## config.mk

```make
export PLATFORM = sky130hd
export DESIGN_NAME = phy_mode_ctrl
export DESIGN_NICKNAME = d
export VERILOG_FILES = /design/src/rtl/phy_bmcr_pkg.sv /design/src/rtl/bmcr_rst_seq.sv /design/src/rtl/bmcr_ctl.sv /design/src/rtl/bmcr_holdoff.sv /design/src/rtl/phy_mode_ctrl.sv
export SDC_FILE = /design/constraint.sdc
export NUM_CORES = 1
export LEC_CHECK = 0
export BUFFER_PORTS_ARGS = -buffer_cell sky130_fd_sc_hd__buf_2
export CAP_MARGIN = 5
export CORE_MARGIN = 2
export CORE_UTILIZATION = 57
export CTS_BUF_LIST = sky130_fd_sc_hd__clkbuf_4
export DETAILED_ROUTE_END_ITERATION = 8
export PLACE_DENSITY = 0.95
export SYNTH_ARGS = -nofsm -noshare
export SYNTH_HDL_FRONTEND = slang
export SYNTH_SLANG_ARGS = --single-unit
export TNS_END_PERCENT = 100
```

## constraint.sdc

```tcl
create_clock -name clk -period 4.05 [get_ports clk]
set_input_delay 0.6075 -clock clk [delete_from_list [all_inputs] [get_ports clk]]
set_output_delay 0.6075 -clock clk [all_outputs]
set_load 0.1 [all_outputs]
```

## src/rtl/phy_bmcr_pkg.sv

```systemverilog
// Package: field positions and default contents of the PHY mode-control word.
// Assumes a 16-bit management data word.
package phy_bmcr_pkg;
    localparam int BIT_RST  = 15;
    localparam int BIT_LOOP = 14;
    localparam int BIT_SPD  = 13;
    localparam int BIT_ANEN = 12;

    typedef struct packed {
        logic loop;
        logic spd;
        logic an;
    } ctl_bits_t;

    localparam ctl_bits_t CTL_DEFAULT = '{loop: 1'b0, spd: 1'b1, an: 1'b1};
endpackage

```

## src/rtl/bmcr_rst_seq.sv

```systemverilog
// Soft-reset sequencer. A start pulse makes busy_o high for RST_CYCLES cycles.
// The straps are captured while rst_n is low and in every busy cycle.
// Assumes RST_CYCLES >= 1 and that start_i is never raised while busy.
module bmcr_rst_seq #(
    parameter int RST_CYCLES = 16
) (
    input  logic clk,
    input  logic rst_n,
    input  logic start_i,
    input  logic fix_pin_i,
    input  logic spd_pin_i,
    output logic busy_o,
    output logic fix_q_o,
    output logic spd_q_o
);
    localparam int CW = (RST_CYCLES > 1) ? $clog2(RST_CYCLES) : 1;

    logic [CW-1:0] cnt_q;

    // Busy window counter.
    always_ff @(posedge clk) begin
        if (!rst_n) begin
            busy_o <= 1'b0;
            cnt_q  <= '0;
        end else if (start_i) begin
            busy_o <= 1'b1;
            cnt_q  <= CW'(RST_CYCLES - 1);
        end else if (busy_o) begin
            if (cnt_q == '0) busy_o <= 1'b0;
            else             cnt_q  <= cnt_q - 1'b1;
        end
    end

    // Strap capture during any reset.
    always_ff @(posedge clk) begin
        if (!rst_n || busy_o) begin
            fix_q_o <= fix_pin_i;
            spd_q_o <= spd_pin_i;
        end
    end
endmodule

```

## src/rtl/bmcr_ctl.sv

```systemverilog
// Control-bit storage and the edge-qualified negotiation enable.
// wr_i is an accepted write, already qualified by address and not-busy.
// While busy_i is high the bits stay at their defaults, and the active
// negotiation state follows the strap pin.
module bmcr_ctl
    import phy_bmcr_pkg::*;
(
    input  logic      clk,
    input  logic      rst_n,
    input  logic      wr_i,
    input  logic      wr_rst_i,
    input  ctl_bits_t wr_bits_i,
    input  logic      busy_i,
    input  logic      fix_pin_i,
    output ctl_bits_t ctl_o,
    output logic      an_act_o,
    output logic      restart_o
);
    // Register bits, negotiation state and restart strobe.
    always_ff @(posedge clk) begin
        if (!rst_n) begin
            ctl_o     <= CTL_DEFAULT;
            an_act_o  <= !fix_pin_i;
            restart_o <= 1'b0;
        end else begin
            restart_o <= 1'b0;
            if (busy_i) begin
                ctl_o    <= CTL_DEFAULT;
                an_act_o <= !fix_pin_i;
            end else if (wr_i) begin
                if (wr_rst_i) begin
                    ctl_o <= CTL_DEFAULT;
                end else begin
                    ctl_o <= wr_bits_i;
                    if (!wr_bits_i.an) begin
                        an_act_o <= 1'b0;
                    end else if (!ctl_o.an) begin
                        an_act_o  <= 1'b1;
                        restart_o <= 1'b1;
                    end
                end
            end
        end
    end
endmodule

```

## src/rtl/bmcr_holdoff.sv

```systemverilog
// Loopback hold-off timer. A load starts a window of HOLD_CYCLES cycles in
// which ok_o is low. clr_i ends the window at once. Assumes HOLD_CYCLES >= 1.
module bmcr_holdoff #(
    parameter int HOLD_CYCLES = 137500
) (
    input  logic clk,
    input  logic rst_n,
    input  logic clr_i,
    input  logic load_i,
    output logic ok_o
);
    localparam int W = $clog2(HOLD_CYCLES + 1);

    logic [W-1:0] cnt_q;

    // Hold-off countdown.
    always_ff @(posedge clk) begin
        if (!rst_n || clr_i)  cnt_q <= '0;
        else if (load_i)      cnt_q <= W'(HOLD_CYCLES);
        else if (cnt_q != '0) cnt_q <= cnt_q - 1'b1;
    end

    assign ok_o = (cnt_q == '0);
endmodule

```

## src/rtl/phy_mode_ctrl.sv

```systemverilog
// Top of the PHY mode-control register. It decodes management accesses,
// resolves the effective speed and loopback controls, and registers read data.
// Assumes DATA_W >= 16 and that the negotiation engine provides an_spd_i.
module phy_mode_ctrl
    import phy_bmcr_pkg::*;
#(
    parameter int ADDR_W      = 5,
    parameter int DATA_W      = 16,
    parameter int REG_ADDR    = 0,
    parameter int RST_CYCLES  = 16,
    parameter int HOLD_CYCLES = 137500
) (
    input  logic              clk,
    input  logic              rst_n,
    input  logic [ADDR_W-1:0] mgmt_addr,
    input  logic [DATA_W-1:0] mgmt_wdata,
    input  logic              mgmt_wr,
    input  logic              mgmt_rd,
    output logic [DATA_W-1:0] mgmt_rdata,
    input  logic              strap_fix_i,
    input  logic              strap_spd_i,
    input  logic              an_spd_i,
    input  logic [1:0]        aux_loop_i,
    output logic              speed_o,
    output logic              an_en_o,
    output logic              an_restart_o,
    output logic              mii_loop_o,
    output logic [1:0]        aux_loop_o,
    output logic              data_ok_o,
    output logic              phy_rst_o
);
    logic        hit, wr_ok, busy, fix_q, spd_q, an_act, ho_load;
    ctl_bits_t   ctl, wr_bits;
    logic [DATA_W-1:0] rd_word;

    assign hit     = (mgmt_addr == ADDR_W'(REG_ADDR));
    assign wr_ok   = mgmt_wr && hit && !busy;
    assign wr_bits = '{loop: mgmt_wdata[BIT_LOOP], spd: mgmt_wdata[BIT_SPD],
                       an: mgmt_wdata[BIT_ANEN]};

    bmcr_rst_seq #(.RST_CYCLES(RST_CYCLES)) u_rst (
        .clk(clk), .rst_n(rst_n),
        .start_i(wr_ok && mgmt_wdata[BIT_RST]),
        .fix_pin_i(strap_fix_i), .spd_pin_i(strap_spd_i),
        .busy_o(busy), .fix_q_o(fix_q), .spd_q_o(spd_q)
    );

    bmcr_ctl u_ctl (
        .clk(clk), .rst_n(rst_n), .wr_i(wr_ok),
        .wr_rst_i(mgmt_wdata[BIT_RST]), .wr_bits_i(wr_bits),
        .busy_i(busy), .fix_pin_i(strap_fix_i),
        .ctl_o(ctl), .an_act_o(an_act), .restart_o(an_restart_o)
    );

    // Hold-off starts on a loopback entry made while running at 100 Mb/s.
    assign ho_load = wr_ok && !mgmt_wdata[BIT_RST] && wr_bits.loop && !ctl.loop && speed_o;

    bmcr_holdoff #(.HOLD_CYCLES(HOLD_CYCLES)) u_hold (
        .clk(clk), .rst_n(rst_n), .clr_i(busy), .load_i(ho_load), .ok_o(data_ok_o)
    );

    // Speed priority: straps, then negotiation, then the manual bit.
    always_comb begin
        if (fix_q)       speed_o = spd_q;
        else if (an_act) speed_o = an_spd_i;
        else             speed_o = ctl.spd;
    end

    assign an_en_o    = an_act;
    assign mii_loop_o = ctl.loop;
    assign aux_loop_o = ctl.loop ? 2'b00 : aux_loop_i;
    assign phy_rst_o  = busy;

    // Read word assembly; reserved bits read as zero.
    always_comb begin
        rd_word           = '0;
        rd_word[BIT_RST]  = busy;
        rd_word[BIT_LOOP] = ctl.loop;
        rd_word[BIT_SPD]  = ctl.spd;
        rd_word[BIT_ANEN] = ctl.an;
    end

    // Registered read data, loaded only on a read strobe.
    always_ff @(posedge clk) begin
        if (!rst_n)       mgmt_rdata <= '0;
        else if (mgmt_rd) mgmt_rdata <= hit ? rd_word : '0;
    end
endmodule

```

# Word level (Yosys, flattened, before mapping)
# Index checks and enable logic that the tools add are counted.
# totals
out_inout_bits	24
in_bits	30
elab_cells	65
reg_bits	46
# op_classes
bitwise_logic	3
reduce_logical	24
addsub	2
mux	20
eq_ne	4
# op_table
operator	n
18-bit two-way mux	2
18-bit zero test	1
18-bit nonzero test	1
18-bit by 1-bit subtractor with 18-bit output (second input constant)	1
16-bit two-way mux	1
1-bit two-way mux	12
4-bit two-way mux	3
1-bit logical AND	7
1-bit zero test	5
5-bit zero test	1
5-bit OR reduction	1
4-bit zero test	1
4-bit != test (second input constant)	1
2-bit nonzero test	2
2-bit OR reduction	2
4-bit by 1-bit subtractor with 4-bit output (second input constant)	1
3-bit two-way mux	1
3-bit by 1-bit != test with 1-bit output (second input constant)	1
3-bit by 2-bit != test with 1-bit output (second input constant)	1
1-bit inverter	3
3-bit AND reduction	1
2-bit two-way mux	1
2-bit by 1-bit != test with 1-bit output (second input constant)	1
2-bit AND reduction	1
1-bit logical OR	1

# Logic depth before layout (Yosys ltp)
# Gate-level depths: netlist of the first run.
# logic_depth
word_depth	8
ltp_mapped	6
ltp_nobuf	6

# Modules after synthesis
# A second synthesis of the first run with hierarchy kept.
# hier_totals
hier_cells	206
hier_area_um2	1854.3
# modules_own_cells
mod	cells_each	n_inst	seq_area_each_um2	area_per_inst_um2
bmcr_holdoff	117	1	360.3	988.4
phy_mode_ctrl	40	1	80.1	334.1
bmcr_rst_seq	27	1	160.2	305.3
bmcr_ctl	22	1	110.1	226.5

# Least setup slack after synthesis of the first run
# Ideal clock, no wire load.
# synth_timing
kind	flip-flop to output port
start	register u_hold.cnt_q[15]
end	output port data_ok_o
setup_slack_ns	0.713
arrival_ns	2.730
required_ns	3.442
path_buffers	1
path_stages_with_launch	5
path_cell_list	dfxtp_1 -> or4_1 -> or3_1 -> buf_2 -> nor2_1
# synth_via
elab_chain_cells	1
# synth_lines
element	line	text
from (decl)	bmcr_holdoff.sv:14	logic [W-1:0] cnt_q;
from (signal assigned)	bmcr_holdoff.sv:19	else if (load_i) cnt_q <= W'(HOLD_CYCLES);
from (signal assigned)	bmcr_holdoff.sv:20	else if (cnt_q != '0) cnt_q <= cnt_q - 1'b1;
18-bit zero test	bmcr_holdoff.sv:23	assign ok_o = (cnt_q == '0);
to (decl)	phy_mode_ctrl.sv:29	output logic data_ok_o,
# No other way between the ends.

# Worst setup path after layout of the first run
# layout_timing
start	register u_hold.cnt_q[11]
end	output port data_ok_o
# Same word-level chain as after synthesis.

==> metrics, run 1 <==
run status=finished, final reports clean; GRT Resource Usage Total=21.5%; RSZ-0062 raised after global routing=false; post-synthesis async set-or-reset flop share=0%; Hold Crit Depth=1; htree depth=2; worst-path maximum fanout=8; postcts setup bufs=0; TNS Setup=0 ps; WL per Instance=13.7 µm; die area=0.00356 mm²; top cell type's share of synthesized area=35.2%; dpl hpwl=2.63 mm; Layout area overhead=9.85%; reg2reg end=u_hold.cnt_q[17]; vias in the first global route=about 1,300; Largest stage delay, worst path=660 ps; Post-synth top cells=dfxtp_1 (31), a21oi_1 (12), buf_4 (12); Fin. Hold Viols=0; fraction of layout cells with a size suffix above 1=18.5%; Antenna Violating Nets Remaining=0; GRT overflow=0; CTS tree=built; DR pass1 iterations=4; setup violators final=0; ys flop type=dfxtp_1; critical path's slowest cell=or4_1; Final Skew=approximately 3.3 ps; Switching Fraction=approximately 48%; Slew Limit Headroom=about 45%; vias=1,585; Initial Util=about three fifths; critical path launch point type=flop; pwr dens=694 mW/mm²; initial antenna violation count=0; worst-path cell chain=or4_1 -> or3_1 -> nor2_1 -> buf_2; Mean Syn Cell Area=8.83 µm²; critical path's top delay family=simple AND/OR/NAND/NOR gates; # resized after CTS=0; met2 WL=1.73 mm; Hold Slack=440 ps; HP Class=in -> reg; maxcap violations=0; Power Internal=0.703 mW; cell area after synthesis=approximately 0.0018 mm²; Synth Register Bits=34; Post-Syn Instances=200; clk_lat worst skew=340 ps; Hold Buf Count CTS=0; final wirelength=around 3.6 mm; FMAX=319 MHz; TritonCTS Buffers=5; sequential-to-total area share from yosys stat=40.3%; routed vias/inst=about 6.0; Critical Path RT=roughly 3400 ps; critical path capture point=data_ok_o; most frequent cell after synthesis=dfxtp_1; CP arrival=2530 ps; setup slack, reg-to-reg=1820 ps; Tmin final=3140 ps; fill count=235; Leak Pwr=0.785 nW; buffer and inverter count on the worst path=1; Area contributors post-synth=dfxtp_1 (35%), buf_4 (5.1%), edfxtp_1 (5.1%); CORE AREA=0.00300 mm²; fin. max-slew vios=0; Post-synth EDFFs=3; Critical Path Stages=4; antenna diode count=0; VDD IR-drop max=452 µV; Synth area leader=dfxtp_1; final net count=264; IO Pins=54; Switch Pwr=0.643 mW; Yosys cell types=between 40 and 50; part of the power in registers=35.8%; Max Used Layer=met4; Rows=20; CTS root buf=clkbuf_4; Worst-path clk slew=100 ps; DR DRC count=0; Iteration-0 DRC Markers=87; worst-case reg-to-reg path depth=4; crit path capture type=output pin; wire length on met3=278 µm; clock share of power=between 10 and 15%; CTS max path bufs=2; Worst Setup SP=u_hold.cnt_q[11]; chip width=59.7 µm; chip height=between 50 and 60 µm; yosys warns=0; post-route clock period utilization=77.4%; Final Non-Filler Cells=roughly 270; Comb pwr share=50.5%; pin count of the biggest net entering global routing=15; Final GP Congestion=0.835; PortBufs=29; Met1 Wirelength=1.59 mm; Crit Path Class=reg -> out; r2r startpoint=u_hold.cnt_q[11]; Place WS=1310 ps; first-pass GRT wire length=5.69 mm; Final WS setup=915 ps; # clock sinks=34; Least-Margin Pin Slew=822 ps; Placed Cells=257
[layer usage]
layer  vias to the layer above  GRT usage [%]
li1                        796              -
met1                       710           27.0
met2                        76           35.1
met3                         3           5.84
met4                         0           8.25
met5                         -              0
[worst min-delay path by stage]
stage                           startpoint                to  slack, ps
after floorplan           u_hold.cnt_q[15]  u_hold.cnt_q[15]        460
after global placement      mgmt_rdata[12]    mgmt_rdata[12]        460
after detailed placement    mgmt_rdata[15]    mgmt_rdata[15]        470
after CTS                      strap_spd_i     u_rst.spd_q_o        440
after global routing           strap_spd_i     u_rst.spd_q_o        420
final                          strap_spd_i     u_rst.spd_q_o        440
[through the flow]
stage / power (mW) / cell area, µm² / utilization, %
2_1_floorplan: 1.03 / 1810 / -
3_3_place_gp: 1.12 / 1890 / 62.8
3_5_place_dp: 1.15 / 1890 / 62.8
4_1_cts: 1.34 / 1940 / 64.6
5_1_grt: 1.44 / 1940 / 64.6
6_report: 1.35 / 1940 / 64.6
[sequential cells by signal, indices dropped and copies added, names as in the netlist]
register / flops
u_rst.busy_o: 1
u_ctl.ctl_o: 3
mgmt_rdata: 4
u_ctl.an_act_o: 1
u_hold.cnt_q: 18
u_rst.spd_q_o: 1
u_ctl.restart_o: 1
u_rst.cnt_q: 4
u_rst.fix_q_o: 1
[power by group through the flow]
stage / sequential [mW] / clock, mW / combinational, mW
after floorplan: 0.474 / 0 / 0.560
after global placement: 0.482 / 0 / 0.640
after detailed placement: 0.485 / 0 / 0.668
after CTS: 0.478 / 0.188 / 0.672
after global routing: 0.490 / 0.203 / 0.748
final: 0.482 / 0.185 / 0.680
[cell usage in the layout (no fill, tap or decap), types with 2 or more instances in the layout]
cell type and count:
a21boi_0 10, nor3b_1 2, nand2_1 8, inv_1 7, nor4_1 4, or4_1 8, o41ai_1 3, xor2_1 2
or2_2 3, nor3_1 10, o31ai_1 5, o21ai_0 11, mux2_2 2, edfxtp_1 3, nand3_1 6, nand2b_1 7
a31oi_1 8, nor2b_1 4, or3_1 7, nor2_1 8, o211ai_1 2, a21oi_1 12, conb_1 12, buf_2 29
dfxtp_1 31, ha_1 3, clkbuf_4 6, mux2i_1 2
[worst register-to-register path: stages (launching register included)]
cell and delay, ps:
dfxtp_1 360, or4_1 660, or3_1 480, or4_1 500
a31oi_1 160
[logic make-up (layout without fill, tap and decap cells)]
| logic type | after synthesis | in the layout | synth area share, % |
|---|---|---|---|
| adders and majority gates | 3 | 3 | 2.13 |
| other | 1 | 12 | 0.212 |
| muxes | 4 | 4 | 2.41 |
| DFF | 34 | 34 | 40.3 |
| AOI/OAI and AO/OA | 58 | 58 | 21.2 |
| and+or+nand+nor | 74 | 74 | 24.7 |
| buffers and inverters | 23 | 44 | 7.58 |
| xor gates and xnor gates | 3 | 3 | 1.49 |
[area by class of cell]
cell class	count	area [µm²]	share of cell area (%)
multi-input cells	154	962	49.6
clock buffers	6	45.0	2.32
flip-flops and latches	34	711	36.6
inverters	7	26.3	1.35
well taps	33	41.3	2.13
repair buffers	29	145	7.48
clock inverters	2	8.76	0.452
No activity file was read; power rests on OpenSTA's default activity.
==> run 2: changes to the inputs <==
Settings changed: ABC_AREA set to 1, CORE_UTILIZATION 57 to 48, PLACE_DENSITY 0.95 to 0.86.
Clock period 4.05 ns to 2.6 ns, I/O delays scaled along.
==> metrics, run 2 <==
Largest stage delay, worst path=~460 ps; # resized after CTS=0; Yosys cell types=27; initial antenna violation count=0; Initial Util=50.2%; CTS tree=built; Synth area leader=dfxtp_1; first-pass GRT wire length=6.03 mm; cell area after synthesis=0.00184 mm²; antenna diode count=0; commonest non-fill, non-tap cells in the layout=nand2_1 (57), nor2_1 (38), dfxtp_1 (31); critical path's slowest cell=buf_2; Worst-path clk slew=110 ps; run status=finished, final reports clean; register with the most flip-flops=u_hold.cnt_q; maxcap violations=0; pin count of the biggest net entering global routing=20; fill count=~350; Largest register FFs=18; commonest non-fill, non-tap cell in the layout=nand2_1; pwr dens=1210 mW/mm²; chip height=65.9 µm; Antenna Violating Nets Remaining=0; Final Non-Filler Cells=333; Final Skew=12.2 ps; final net count=between 300 and 400; yosys warns=0; Rows=22; Fin. Hold Viols=0; Placed Cells=between 300 and 400; Iteration-0 DRC Markers=75; critical path launch point type=flop; DR DRC count=0; Leak Pwr=1.00 nW; Tmin final=~2200 ps; top cell type's share of synthesized area=33.8%; chip width=65.9 µm; GRT Resource Usage Total=between 10% and 20%; PortBufs=29; CTS max path bufs=2; final wirelength=3.52 mm; clk_lat worst skew=approximately 340 ps; CP arrival=1850 ps; vias in the first global route=~1,500; CORE AREA=0.00366 mm²; die area=0.00434 mm²; routed vias/inst=about 4.8; biggest regs=u_hold.cnt_q x18, mgmt_rdata x4, u_rst.cnt_q x4; post-synthesis async set-or-reset flop share=0%; IO Pins=54; Post-synth top cells=nand2_1 (57), nor2_1 (38), dfxtp_1 (31); GRT overflow=0; CTS root buf=clkbuf_4; Crit Path Class=reg -> out; WL per Instance=10.6 µm; fraction of layout cells with a size suffix above 1=between 15 and 20%; most frequent cell after synthesis=nand2_1; DR pass1 iterations=4; Post-synth EDFFs=3; post-route clock period utilization=86.0%; Synth Register Bits=34; Layout area overhead=12.9%; HP Class=in -> reg; FMAX=around 450 MHz; Area contributors post-synth=dfxtp_1 (34%), nand2_1 (12%), nor2_1 (7.8%); Final GP Congestion=between 0.8 and 0.9; Critical Path RT=2210 ps; Post-Syn Instances=between 200 and 300; worst-path maximum fanout=4; Hold Buf Count CTS=0; # clock sinks=34; Mean Syn Cell Area=7.32 µm²; worst-path cell chain=inv_1 -> ha_1 -> nand3_1 -> nor4_4 -> buf_2; crit path capture type=output pin; fin. max-slew vios=0; htree depth=2; TNS Setup=0 ps; vias=1,595; RSZ-0062 raised after global routing=false; postcts setup bufs=0; setup violators final=0; sequential-to-total area share from yosys stat=about two fifths; TritonCTS Buffers=5; ys flop type=dfxtp_1; VDD IR-drop max=393 µV; dpl hpwl=around 2.7 mm
-- run 2: stage by stage --
step                      hold slack, ps  setup slack [ps]  area [µm²]  total power [mW]  util [%]
after floorplan                      443               118        1910              1.95         -
after global placement               471               746        2000              2.09      54.6
after detailed placement             482               729        2000              2.13      54.6
after CTS                            210               349        2080              2.52      56.7
after global routing                 202               254        2080              2.73      56.7
final                                218               365        2080              2.50      56.7
-- run 2: final cells by class --
type,count,area [µm²],area share (%)
clock buffers,5,37.5,1.81
clock inverters,3,40.0,1.93
inverters,25,93.8,4.52
multi-input cells,189,988,47.6
flip-flops and latches,34,711,34.2
well taps,48,60.1,2.89
repair buffers,29,145,6.99
-- run 2: cells by family (layout without fill, tap and decap cells) --
logic type / Yosys count / in the layout / share of synthesized area (%)
buffers and inverters: 39 / 62 / 11.2
other: 1 / 12 / 0.204
adders and majority gates: 3 / 3 / 2.04
xor gates and xnor gates: 15 / 15 / 7.15
AOI/OAI and AO/OA: 28 / 28 / 7.62
and+or+nand+nor: 131 / 131 / 33.1
DFF: 34 / 34 / 38.7
-- run 2: where the power goes --
part	internal (mW)	switching (mW)
combinational	0.459	0.902
clock	0.199	0.183
sequential	0.648	0.112
total	1.31	1.20
-- run 2: final timing paths --
check / to / slack (ps) / start / cells past startpoint
worst min-delay path: u_rst.spd_q_o / 220 / strap_spd_i / 1
worst min register to register: u_ctl.restart_o / 500 / u_ctl.ctl_o[0] / 1
worst max-delay path: data_ok_o / 360 / u_hold.cnt_q[0] / 5
worst max register to register: u_hold.cnt_q[10] / 1080 / u_hold.cnt_q[0] / 8
-- run 2: critical path, delay by kind of cell, from the launching register on --
| family | cells | cell delay, ps |
|---|---|---|
| buffers and inverters | 2 | 580 |
| and+or+nand+nor | 2 | 400 |
| adders and majority gates | 1 | 190 |
| DFF | 1 | 330 |
-- run 2: per-layer routing --
| metal | share of wire [%] | global-route usage, % | wire [µm] |
|---|---|---|---|
| met1 | 43 | 19.5 | 1510 |
| met4 | 1.7 | 6.51 | 61 |
| met2 | 50 | 33.0 | 1750 |
| met3 | 5.5 | 5.11 | 193 |
| met5 | 0 | 0 | 0 |
